[src/rtl/rxq_pkg.sv]
package rxq_pkg;
   localparam int FLAG_W = 3;

   typedef struct packed {
      logic brk;
      logic frm;
      logic par;
   } rxq_flags_t;

   function automatic logic flags_bad(input rxq_flags_t f);
      return f.brk | f.frm | f.par;
   endfunction
endpackage

[src/rtl/rxq_store.sv]
module rxq_store #(
   parameter int ENTRY_W = 11,
   parameter int DEPTH   = 64,
   parameter bit CLEAR_ON_RESET = 1'b1,
   localparam int PTR_W  = $clog2(DEPTH)
) (
   input  logic               clk,
   input  logic               rst_n,
   input  logic               we,
   input  logic [PTR_W-1:0]   waddr,
   input  logic [ENTRY_W-1:0] wdata,
   input  logic [PTR_W-1:0]   raddr,
   output logic [ENTRY_W-1:0] rdata
);
   logic [ENTRY_W-1:0] mem [DEPTH];

   generate
      if (CLEAR_ON_RESET) begin : g_clr
         always_ff @(posedge clk or negedge rst_n) begin
            if (!rst_n) begin
               for (int i = 0; i < DEPTH; i++) mem[i] <= '0;
            end else if (we) begin
               mem[waddr] <= wdata;
            end
         end
      end else begin : g_plain
         always_ff @(posedge clk) begin
            if (we) mem[waddr] <= wdata;
         end
      end
   endgenerate

   assign rdata = mem[raddr];
endmodule

[src/rtl/rxq_ctrl.sv]
module rxq_ctrl #(
   parameter int DEPTH  = 64,
   localparam int PTR_W = $clog2(DEPTH),
   localparam int LVL_W = $clog2(DEPTH + 1)
) (
   input  logic             clk,
   input  logic             rst_n,
   input  logic             wr_req,
   input  logic             rd_req,
   output logic             wr_ok,
   output logic             rd_ok,
   output logic [PTR_W-1:0] wr_ptr,
   output logic [PTR_W-1:0] rd_ptr,
   output logic [LVL_W-1:0] level,
   output logic             empty,
   output logic             full,
   output logic             ovf
);
   assign empty = (level == '0);
   assign full  = (level == LVL_W'(DEPTH));
   assign wr_ok = wr_req & ~full;
   assign rd_ok = rd_req & ~empty;

   always_ff @(posedge clk or negedge rst_n) begin
      if (!rst_n) begin
         wr_ptr <= '0;
         rd_ptr <= '0;
         level  <= '0;
         ovf    <= 1'b0;
      end else begin
         ovf <= wr_req & full;
         if (wr_ok) wr_ptr <= wr_ptr + 1'b1;
         if (rd_ok) rd_ptr <= rd_ptr + 1'b1;
         case ({wr_ok, rd_ok})
            2'b10:   level <= level + 1'b1;
            2'b01:   level <= level - 1'b1;
            default: level <= level;
         endcase
      end
   end
endmodule

[src/rtl/rxq_errcnt.sv]
module rxq_errcnt #(
   parameter int DEPTH  = 64,
   localparam int CNT_W = $clog2(DEPTH + 1)
) (
   input  logic clk,
   input  logic rst_n,
   input  logic push_bad,
   input  logic pop_bad,
   output logic any_bad
);
   logic [CNT_W-1:0] bad_cnt;

   always_ff @(posedge clk or negedge rst_n) begin
      if (!rst_n) begin
         bad_cnt <= '0;
      end else begin
         case ({push_bad, pop_bad})
            2'b10:   bad_cnt <= bad_cnt + 1'b1;
            2'b01:   bad_cnt <= bad_cnt - 1'b1;
            default: bad_cnt <= bad_cnt;
         endcase
      end
   end

   assign any_bad = (bad_cnt != '0);
endmodule

[src/rtl/rxq_err_fifo.sv]
module rxq_err_fifo
   import rxq_pkg::*;
#(
   parameter int DATA_W = 8,
   parameter int DEPTH  = 64,
   parameter bit CLEAR_ON_RESET = 1'b1,
   localparam int PTR_W   = $clog2(DEPTH),
   localparam int LVL_W   = $clog2(DEPTH + 1),
   localparam int ENTRY_W = DATA_W + FLAG_W
) (
   input  logic              clk,
   input  logic              rst_n,
   input  logic              wr_en,
   input  logic [DATA_W-1:0] wr_data,
   input  logic [2:0]        wr_flags,
   input  logic              rd_en,
   output logic [DATA_W-1:0] head_data,
   output logic [2:0]        head_flags,
   output logic              err_any,
   output logic              empty,
   output logic              full,
   output logic [LVL_W-1:0]  level,
   output logic              ovf
);
   generate
      if (DEPTH < 2 || (DEPTH & (DEPTH - 1)) != 0) begin : g_bad_depth
         $error("rxq_err_fifo: DEPTH must be a power of two >= 2");
      end
      if (DATA_W < 1) begin : g_bad_width
         $error("rxq_err_fifo: DATA_W must be positive");
      end
   endgenerate

   logic               wr_ok, rd_ok;
   logic [PTR_W-1:0]   wr_ptr, rd_ptr;
   logic [ENTRY_W-1:0] raw_head;
   rxq_flags_t         in_flags, top_flags;

   assign in_flags = rxq_flags_t'(wr_flags);

   rxq_ctrl #(.DEPTH(DEPTH)) u_ctrl (
      .clk(clk), .rst_n(rst_n),
      .wr_req(wr_en), .rd_req(rd_en),
      .wr_ok(wr_ok), .rd_ok(rd_ok),
      .wr_ptr(wr_ptr), .rd_ptr(rd_ptr),
      .level(level), .empty(empty), .full(full), .ovf(ovf)
   );

   rxq_store #(.ENTRY_W(ENTRY_W), .DEPTH(DEPTH), .CLEAR_ON_RESET(CLEAR_ON_RESET)) u_store (
      .clk(clk), .rst_n(rst_n),
      .we(wr_ok), .waddr(wr_ptr), .wdata({in_flags, wr_data}),
      .raddr(rd_ptr), .rdata(raw_head)
   );

   assign top_flags = rxq_flags_t'(raw_head[ENTRY_W-1 -: FLAG_W]);

   rxq_errcnt #(.DEPTH(DEPTH)) u_err (
      .clk(clk), .rst_n(rst_n),
      .push_bad(wr_ok & flags_bad(in_flags)),
      .pop_bad(rd_ok & flags_bad(top_flags)),
      .any_bad(err_any)
   );

   assign head_data  = empty ? '0 : raw_head[DATA_W-1:0];
   assign head_flags = empty ? '0 : top_flags;
endmodule

[config.mk]
export PLATFORM = sky130hd
export DESIGN_NAME = rxq_err_fifo
export DESIGN_NICKNAME = d
export VERILOG_FILES = /design/src/rtl/rxq_pkg.sv /design/src/rtl/rxq_store.sv /design/src/rtl/rxq_ctrl.sv /design/src/rtl/rxq_errcnt.sv /design/src/rtl/rxq_err_fifo.sv
export SDC_FILE = /design/constraint.sdc
export NUM_CORES = 1
export LEC_CHECK = 0
export BUFFER_PORTS_ARGS = -buffer_cell sky130_fd_sc_hd__buf_2
export CAP_MARGIN = 40
export CORE_MARGIN = 4
export CORE_UTILIZATION = 66
export CTS_CLUSTER_SIZE = 30
export DETAILED_ROUTE_END_ITERATION = 12
export HOLD_SLACK_MARGIN = 0.06
export PLACE_DENSITY = 0.83
export SLEW_MARGIN = 20
export SYNTH_ARGS = -nofsm -noshare
export SYNTH_HDL_FRONTEND = slang
export SYNTH_SLANG_ARGS = --single-unit
[constraint.sdc]
create_clock -name clk -period 8.4 [get_ports clk]
set_clock_uncertainty 0.2 [all_clocks]
set_input_delay 1.26 -clock clk [delete_from_list [all_inputs] [get_ports clk]]
set_output_delay 1.26 -clock clk [all_outputs]
set_load 0.05 [all_outputs]
# After elaboration in Yosys (flattened, before gate mapping)
# Cells that the tools add are included.
# W data, S select, Z words.
# op_classes
add_sub_neg,6
magnitude_cmp,3
eq_ne,5
mux,10
bitwise_logic,13
n_reduce_logical,5
# ops
cell,count
$bwmux W704,1
$bmux W11 S6,1
$demux W11 S6,1
$mux W11,3
$pmux W7 S2,2
$add A7 B1 Y7 const B,2
$ge A7 B7 Y1 const B,2
$not A6 Y7,2
$sub A7 B1 Y7 const B,2
$add A6 B1 Y6 const B,2
$mux W8,1
$eq A7 B7 Y1 const B,1
$logic_not A7 Y1,1
$lt A7 B1 Y1 const B,1
$reduce_bool A7 Y1,1
$and A1 B1 Y1,5
$eq A2 B1 Y1 const B,2
$eq A2 B2 Y1 const B,2
$or A1 B1 Y1,4
$reduce_bool A2 Y1,2
$mux W3,1
$not A1 Y1,2
$logic_and A1 B1 Y1,1
# word_totals
reg_bits,731
input_bits,15

# Logic depth before layout (Yosys ltp)
# Gate-level depths: netlist (run 1).
# logic_depth
word_depth,9
mapped_depth,21
depth_no_buf,16

# Modules after synthesis
# From an unflattened synthesis (run 1), not the netlist that was laid out.
# unflattened
hier_cells,2240
area_unflattened_um2,34055.2
# modules_own_cells
mod,n_inst,cells_per_inst,area_each_um2,seq_area_each_um2
rxq_store,1,2054,32207.1,17616.9
rxq_ctrl,1,107,1146.1,500.5
rxq_errcnt,1,65,579.3,175.2
rxq_err_fifo,1,14,122.6,0.0

# Least setup slack after synthesis (run 1)
# OpenSTA, ideal clock, no wires.
# synth_path
kind,flip-flop to flip-flop
start,register u_ctrl.rd_ptr[1]
end,register u_err.bad_cnt[6]
arrival_time_ns,3.927
setup_slack_ns,4.147
stages_incl_launch_ff,19
n_path_buf,4
period_less_slack_ns,4.253
cell_sequence,dfrtp_1 > buf_2 > buf_2 > buf_2 > clkbuf_1 > mux4_2 > a221oi_1 > a211oi_1 > a31oi_1 > a31oi_1 > ha_1 > fa_1 > a21o_1 > a21oi_1 > o21bai_1 > a21oi_1 > xor2_1 > nor2_1 > xor2_1
# synth_between
elab_chain_len,9
word_cells_on_any_way,11
# synth_lines
item,line,source
"start, declared",rxq_ctrl.sv:13,"output logic [PTR_W-1:0] rd_ptr,"
"start signal, assigned",rxq_ctrl.sv:33,if (rd_ok) rd_ptr <= rd_ptr + 1'b1;
$not A6 Y7 (not written as such) *,rxq_store.sv:33,assign rdata = mem[raddr];
$bmux W11 S6 *,rxq_store.sv:33,
$mux W11 (not written as such) * (2 in a row),rxq_store.sv:33,
$or A1 B1 Y1,rxq_pkg.sv:11,return f.brk | f.frm | f.par;
$or A1 B1 Y1 *,rxq_pkg.sv:11,
$and A1 B1 Y1 *,rxq_err_fifo.sv:60,".pop_bad(rd_ok & flags_bad(top_flags)),"
$eq A2 B1 Y1 or $eq A2 B2 Y1 (tied branches),rxq_errcnt.sv:17,"case ({push_bad, pop_bad})"
$pmux W7 S2 or $reduce_bool A2 Y1 (tied branches),n/a,
"end signal, assigned",rxq_errcnt.sv:18,2'b10: bad_cnt <= bad_cnt + 1'b1;
"end signal, assigned",rxq_errcnt.sv:19,2'b01: bad_cnt <= bad_cnt - 1'b1;
"end signal, assigned",rxq_errcnt.sv:20,default: bad_cnt <= bad_cnt;
"end, declared",rxq_errcnt.sv:11,logic [CNT_W-1:0] bad_cnt;
# Mark *: on every way between the ends. The rest lies on a longest branch, timed or not. The select of a mux whose other input is x is not followed.
# A chain may end at the register's enable or synchronous reset.

# Final worst setup path (run 1)
# layout_path
start,register u_ctrl.rd_ptr[0]
end,output port head_data[0]
# layout_between
elab_chain_len,5
# layout_lines
item,line,source
$not A6 Y7 (not written as such),rxq_store.sv:33,
$bmux W11 S6,rxq_store.sv:33,
$mux W11 (not written as such) (2 in a row),rxq_store.sv:33,
$mux W8,rxq_err_fifo.sv:64,assign head_data = empty ? '0 : raw_head[DATA_W-1:0];
"end, declared",rxq_err_fifo.sv:17,"output logic [DATA_W-1:0] head_data,"
# Every way passes these cells. The select of a mux whose other input is x is not followed.

==> results list, run 1 <==
- Run status: completed
* Leading post-synthesis cells by instance count: sky130_fd_sc_hd__dfrtp_1, sky130_fd_sc_hd__mux2_1, sky130_fd_sc_hd__mux4_2, sky130_fd_sc_hd__clkbuf_1, sky130_fd_sc_hd__nand2_1
- Post-Syn Area: around 0.034 mm2
- The critical path runs through a total of 7 cells.
- In this run the worst hold path is classified as register to register.
- Number of rows created at floorplan: between 80 and 90
- Violation count after the first detailed-route iteration: 1797
- Post-CTS clock slew at the launch and capture registers of the worst setup and hold paths: ~0.060 ns
- The tightest hold path in the finished design has a slack of around 0.28 ns.
- Number of flops mapped to enable cells by yosys: 0
- After global routing the overflow that remains totals 0.
- PostCTS Resize Cnt: 0
- Proportion of synthesized chip area in sequential cells: a little over half
* Crit path max-delay cell type: sky130_fd_sc_hd__dfrtp_4
- The cell family contributing the most delay on the critical path is multiplexers.
- Number of buffers inserted to repair setup after CTS: 0
- TritonCTS built the clock tree.
- STA puts the critical path data arrival time at roughly 4.3 ns.
* Filler instances: 2984
* Effective utilization at floorplan: approximately two thirds
- Setup repair after global routing left no endpoint under its margin.
- Area added between synthesis and finish: 9.852%
- Crit Reg-Reg Startpoint: u_ctrl.rd_ptr[1]
* Maximum number of pins on one net before global-route repair: between 150 and 200
- Largest area contributor in the netlist: sky130_fd_sc_hd__dfrtp_1
- The clock tree synthesis step divided the H-tree into 3 levels.
* Core box area: about 0.050 mm2
- Once layout is complete, the cells apart from fillers number about 2900.
- I/O pin total: 37
- Seq. cell area: 0.01830 mm2
- The synthesized netlist contains a little over 50 unique library cells.
- Synth top area share: 54.38%
- Area of all placed cells without fillers: between 0.03 and 0.04 mm2
- IR analysis of the VDD net gives a maximum drop of 0.0002011 V.
* Clock buffer count from CTS: 74
* Total number of yosys warnings: 0
- The number of nets in the synthesized netlist is around 2200.
* Setup Viol. Count Final: 0
- The clock passes through at most 3 buffers.
- Clock period minus final worst setup slack: slightly below 6 ns
- Power density cells: ~340 mW/mm2
- Cells after synthesis: around 2200
- Post-synthesis register bit count: about 730
- The cell that appears most often on the critical path is sky130_fd_sc_hd__mux4_2.
- Fraction of synthesis flops using an asynchronous set or reset pin: between 90% and 100%
* R2R setup slack: just under 3 ns
- Number of antenna violations at the first check in global routing: 4
- After detailed placement, the total cell area comes to ~0.034 mm2.
- In this run the static leakage power is roughly 0.018 uW.
- In the finished design, the share of the clock period the worst path needs comes to between 60% and 70%.
* Maxcap violations: 0
- Startpoint of the tightest hold check path: u_err.bad_cnt[6]
- Dominant cells by area after synthesis: sky130_fd_sc_hd__dfrtp_1, sky130_fd_sc_hd__mux2_1, sky130_fd_sc_hd__mux4_2
- Die W: between 200 and 250 um
- From bottom edge to top edge, the die measures 233.8 um.
* Die Footprint: around 0.055 mm2
* Number of buffers added to fix hold violations after cts: 0
- The first global-routing pass estimated between 100000 and 150000 um of wire.
* Setup TNS: 0 ns
- Of the cells placed in the final design, the portion with a size suffix greater than 1 is 19.78%.
- CTS Root Buffer Type: sky130_fd_sc_hd__clkbuf_16
- Cell-by-cell trace of the critical path: buf_16 -> buf_4 -> mux4_2 -> mux4_2 -> mux4_2 -> nor2b_1 -> buf_2
- Worst setup EP type: output port
- Routed len/inst: about 28 um
* Worst r2r dst: u_err.bad_cnt[6]
- Detailed placement finished with a half-perimeter wire length of around 50000 um.
- Drt drc: 0
* Net count, final: 2156
- The worst hold path terminates at u_err.bad_cnt[6].
- The routed layout has just under 20000 vias.
- In this design, the stage delay of the slowest critical-path cell is 0.65 ns.
- Clock latency on the worst-skew pair, taken at its later pin, is between 0.6 and 0.7 ns.
- The clock drives ~730 sinks.
- Of all nets on the critical path, the largest fanout is 34.
* Number of hold-slack violations in the final timing report: 0
* Slew HR: between 30% and 40%
* Kind of critical path: register to output port
- Worst hold path depth: 1
* Buffers & Inverters on Critical Path: 3
- Among all cell types in the netlist, the one instantiated most often is sky130_fd_sc_hd__dfrtp_1.
* Port Buffers: 36
- At the end of routability-driven placement, the weighted congestion stood at around 0.85.
- Number of antenna-violating nets in the routed design: 0
- The first detailed-routing pass ran for 5 iterations.
* Top achievable clock speed: about 170 MHz
* Total wire length: about 80000 um
- Counting cells, the worst reg-to-reg path comes to 16.
* Type of origin of the critical path: register
- The final number of max-transition violations came to 0.
- In the final layout, the multi-input gates occupy approximately 0.014 mm2.
- The via count of the first global-routing pass was 20734.
- Most used flip-flop cell after synthesis: sky130_fd_sc_hd__dfrtp_1
- CP required: just under 7 ns
* Global-route usage over all layers: between 30 and 40%
- Averaged over all synthesized cells, the footprint is about 16 um2.
* Post-DR vias/cell: between 6 and 7
- Including well taps, the total number of placed cells is about 2700.
- Measured slew at the worst slew-check pin: between 1 and 1.5 ns
final cells by class:
cell class | count | share of cell area [%]
Sequential cell | 731 | 49.53
Multi-Input combinational cell | 1206 | 39.09
Clock buffer | 116 | 6.152
Timing Repair Buffer | 100 | 2.350
Tap cell | 672 | 2.275
Clock inverter | 14 | 0.4808
Inverter | 12 | 0.1219
Antenna cell | 1 | 0.006771
stage by stage:
stage / setup slack (ns) / total power (uW) / util, %
after floorplan: 4.147 / 7960 / -
after global placement: 2.908 / 8967 / 68.01
after detailed placement: 3.145 / 9224 / 68.54
after CTS: 2.584 / 12580 / 73.42
after global routing: 2.477 / 13110 / 73.50
final: 2.632 / 12570 / 73.51
cells in the final DEF, fill, tap and decap left out, types with 5 or more instances in the layout:
master and count:
sky130_fd_sc_hd__buf_12 9, sky130_fd_sc_hd__xor2_1 7, sky130_fd_sc_hd__nand2_1 67, sky130_fd_sc_hd__mux2i_1 28, sky130_fd_sc_hd__clkinv_2 8, sky130_fd_sc_hd__xnor2_1 14
sky130_fd_sc_hd__buf_4 49, sky130_fd_sc_hd__mux2_1 703, sky130_fd_sc_hd__clkbuf_8 20, sky130_fd_sc_hd__o21ai_0 14, sky130_fd_sc_hd__mux4_2 204, sky130_fd_sc_hd__clkbuf_1 19
sky130_fd_sc_hd__nor2_1 41, sky130_fd_sc_hd__clkbuf_16 77, sky130_fd_sc_hd__buf_2 36, sky130_fd_sc_hd__nor2b_1 13, sky130_fd_sc_hd__nor3_1 5, sky130_fd_sc_hd__a221oi_1 8
sky130_fd_sc_hd__a21oi_1 18, sky130_fd_sc_hd__nand3_1 6, sky130_fd_sc_hd__and2_1 6, sky130_fd_sc_hd__dfrtp_1 727, sky130_fd_sc_hd__ha_1 14, sky130_fd_sc_hd__o221ai_1 5
sky130_fd_sc_hd__inv_1 11
power breakdown:
| part | total, uW | internal (uW) | leakage [uW] | switching (uW) |
|---|---|---|---|---|
| clock | 3330 | 1980 | 0.00121 | 1360 |
| combinational | 4110 | 1920 | 0.00703 | 2190 |
| sequential | 5120 | 4490 | 0.00983 | 638 |
routing by layer:
metal | global-route usage, % | routed length, um | up-vias
met5 | 0 | 56 | -
met1 | 42.88 | 33000 | 10490
met2 | 49.69 | 39160 | 767
met3 | 6.426 | 6260 | 157
met4 | 9.599 | 2263 | 8
li1 | - | - | 7900
worst max-delay path by stage:
| stage | start | endpoint | slack, ns |
|---|---|---|---|
| 6_report | u_ctrl.rd_ptr[0] | head_data[0] | 2.63 |
| 5_1_grt | u_ctrl.rd_ptr[0] | head_data[0] | 2.48 |
| 4_1_cts | u_ctrl.rd_ptr[0] | head_data[0] | 2.58 |
| 3_5_place_dp | u_ctrl.rd_ptr[1] | u_err.bad_cnt[6] | 3.15 |
| 3_3_place_gp | u_ctrl.rd_ptr[0] | u_err.bad_cnt[6] | 2.91 |
| 2_1_floorplan | u_ctrl.rd_ptr[1] | u_err.bad_cnt[6] | 4.15 |
logic make-up (layout without fill, tap and decap cells):
family | count (synthesis) | after routing | synth area share (%)
XOR/XNOR | 21 | 21 | 0.5467
adder cells (fa/ha/maj) | 16 | 16 | 0.6397
AO/OA/AOI/OAI | 73 | 73 | 1.417
multiplexers | 938 | 938 | 38.12
buffers and inverters | 221 | 242 | 2.693
flip-flops | 731 | 731 | 54.38
AND/OR/NAND/NOR | 158 | 158 | 2.206
other | 0 | 1 | 0
registers in the layout, summed over array words and instances (netlist names):
signal and cells:
u_ctrl.rd_ptr 6, u_ctrl.ovf 1, u_ctrl.wr_ptr 6, u_ctrl.level 7, u_store.mem 704, u_err.bad_cnt 7
No activity file was read; power rests on OpenSTA's default activity.
==> run 2, diff against run 1 <==
Settings changed: CORE_UTILIZATION 66 to 57, PLACE_DENSITY 0.83 to 0.76.
Clock period 8.4 ns to 4.6 ns, I/O delays scaled along.
==> results list, run 2 (synthesized netlist as in run 1, its figures left out) <==
* Run status: completed
- First-pass GRT wire length: ~130000 um
* Drt drc: 0
- The number of antenna violations at the first check in global routing is 6.
- Static timing analysis puts the maximum clock frequency at between 200 and 250 MHz.
* Largest Register: u_store.mem
* Depth of the CTS H-tree: 3
* CP required: around 3.7 ns
- CTS Root Buffer Type: sky130_fd_sc_hd__clkbuf_16
* Number of antenna-violating nets in the routed design: 0
- The final layout contains routed wiring with a total length of 81460 um.
- Once the floorplan was initialized, standard cells occupied between 50% and 60% of the core.
- The via count of the first global-routing pass was between 20000 and 25000.
- The total area inside the core boundary comes to 0.05803 mm2.
- Setup Viol. Count Final: 0
* Largest driver fanout on the critical path: 7
- Counting the buffers created by CTS gives 77.
* Die Footprint: 0.06297 mm2
- Measured on the finished design, the core utilization comes to between 60% and 70%.
- Clock latency on the worst-skew pair: between 0.6 and 0.7 ns
- Across all layers, the routed design uses approximately 19000 vias.
- The detailed router finished its first iteration with 1317 violations.
* Most frequent standard cell in the layout excluding fill and tap cells: sky130_fd_sc_hd__dfrtp_1
* Power density cells: about 630 mW/mm2
* Maximum number of pins on one net before global-route repair: 114
* Count of pins over their slew limit: 0
* Number of hold-slack violations in the final timing report: 0
- The register with the most flip-flops in the layout has around 700 of them.
* Switching pwr: around 7800 uW
- Setup repair after global routing could not meet its margin everywhere.
* Post-route worst hold slack: ~0.15 ns
- The die is about 250 um tall.
- In the final routed layout, each cell accounts on average for between 20 and 30 um.
- Die W: roughly 250 um
- The congestion estimate from routability-driven global placement came to about 0.84.
* Most frequent cells in the layout: sky130_fd_sc_hd__dfrtp_1, sky130_fd_sc_hd__mux2_1, sky130_fd_sc_hd__mux4_2, sky130_fd_sc_hd__buf_4, sky130_fd_sc_hd__clkbuf_16
* Number of rows created at floorplan: slightly below 90
* Slew HR: 43.79%
- Final clock period utilization by the worst path: a little over nine tenths
- For this design, the sink count on the clock tree is between 700 and 800.
- Final total power: between 20000 and 25000 uW
- Placed wire-length estimate after detailed placement: a little over 50000 um
- Area of all placed cells without fillers: ~0.038 mm2
- First drt pass iteration count: 6
- Sw frac: between 30% and 40%
- In the final layout, the share of cells above drive strength 1 is between 20% and 30%.
- 37 I/O pins were placed.
- Maxcap violations: 0
- Crit path setup slack, layout: about 0.052 ns
- By startpoint and endpoint, the worst setup path is classified as register to output port.
- The worst setup path is captured at an output port.
* Worst vdd ir: slightly below 0.0008 V
- Post-CTS clock slew at the launch and capture registers of the worst setup and hold paths: approximately 0.06 ns
- Using the TritonRoute via totals, the vias-per-cell ratio works out to between 6 and 7.
- Of the total power, the clock network draws between 20% and 30%.
* Maximum count of clock buffers along a single path: 3
* DR top layer: met5
* Detail Route met2 WL: roughly 40000 um
- During placement, the flow inserted port buffers numbering 36.
- Pint: between 15000 and 20000 uW
- Net count, final: 2219
- The total overflow left after global routing is 0.
* Combinational cell fraction of total power: between 30 and 40%
- Total routed wire length on the met1 layer: 34240 um
- Arr. time, crit path: about 3.7 ns
- Setup WS pre-CTS: between 0.1 and 0.15 ns
- Sequential Power Share: between 30% and 40%
- In this run the static leakage power is about 0.018 uW.
- Detailed routing placed a total of between 5000 and 6000 um of wire on met3.
* Clock tree from TritonCTS: done
* Global-route usage over all layers: 26.35%
- The placed instances occupy a cell area of approximately 0.035 mm2.
- Area added between synthesis and finish: 12.52%
* Min-Delay Path Class: input port to register
- Measured slew at the worst slew-check pin: ~0.84 ns
* Clock period minus final worst setup slack: around 4.5 ns
* Type of origin of the critical path: register
* Biggest registers after layout: u_store.mem x704, u_ctrl.level x7, u_err.bad_cnt x7
-- run 2: cell count changes in the layout (fill, tap and decap cells not counted), moves of 2 or more --
cell	previous run	this run
sky130_fd_sc_hd__clkbuf_16	77	84
sky130_fd_sc_hd__clkinvlp_4	0	2
sky130_fd_sc_hd__buf_4	49	98
sky130_fd_sc_hd__clkbuf_1	19	12
sky130_fd_sc_hd__buf_2	36	33
sky130_fd_sc_hd__clkinv_8	0	2
sky130_fd_sc_hd__clkbuf_4	0	2
sky130_fd_sc_hd__diode_2	1	4
sky130_fd_sc_hd__buf_12	9	15
sky130_fd_sc_hd__clkbuf_8	20	22
-- run 2: path summary, 6_finish.rpt --
kind                                       start          endpoint  slack [ns]  cells past startpoint
worst max-delay path            u_ctrl.rd_ptr[0]      head_data[0]        0.05                      8
worst min register to register  u_store.mem[373]  u_store.mem[373]        0.28                      1
min in group asynchronous                  rst_n  u_store.mem[700]        0.53                      2
worst min-delay path                       wr_en        u_ctrl.ovf        0.15                      2
max in group asynchronous                  rst_n  u_store.mem[116]        2.51                      3
worst max register to register  u_ctrl.rd_ptr[0]  u_err.bad_cnt[6]        0.20                     17
-- run 2: critical path, cell delays in order (launching register included) --
cell                        delay (ns)
sky130_fd_sc_hd__dfrtp_4          0.50
sky130_fd_sc_hd__buf_4            0.14
sky130_fd_sc_hd__buf_4            0.22
sky130_fd_sc_hd__clkbuf_16        0.21
sky130_fd_sc_hd__mux4_2           0.51
sky130_fd_sc_hd__mux4_2           0.57
sky130_fd_sc_hd__mux4_2           0.51
sky130_fd_sc_hd__nor2b_1          0.15
sky130_fd_sc_hd__clkbuf_4         0.22
-- run 2: layout make-up --
type                       count  area [um2]
clock inverter                21       269.0
fill                        3922       20170
tap                          765       957.2
timing repair buffer         160        1479
clock buffer                 113        2325
multi-input combinational   1206       14470
antenna                        4       10.01
sequential                   731       18300
inverter                      12       45.04
-- run 2: metrics by stage --
step	cells	setup TNS [ns]
2_1_floorplan	2158	0
3_3_place_gp	2848	0
3_5_place_dp	2850	0
4_1_cts	2990	-0.01295
5_1_grt	3008	-0.005305
6_report	3012	0
-- run 2: per-layer routing --
| metal | up-vias | GRT usage [%] |
|---|---|---|
| met5 | - | 0 |
| met4 | 2 | 8.591 |
| met3 | 138 | 6.590 |
| met2 | 518 | 41.81 |
| met1 | 10417 | 36.42 |
| li1 | 8024 | - |
-- run 2: repair_timing --
action,4_1_cts,5_1_grt
cloned,0,5
hold endpoints to repair,89,0
buffers inserted,6,12
gates resized for setup,12,12
pin swaps,1,2
hold buffers,1,0
setup endpoints to repair,8,9
-- run 2: power groups by stage --
stage          combinational, uW  sequential (uW)  clock, uW
3_3_place_gp                7550             9230          0
2_1_floorplan               5580             8960          0
4_1_cts                     7890             9240       6430
6_report                    8170             9270       6330
3_5_place_dp                7740             9360          0
5_1_grt                     8730             9450       6700
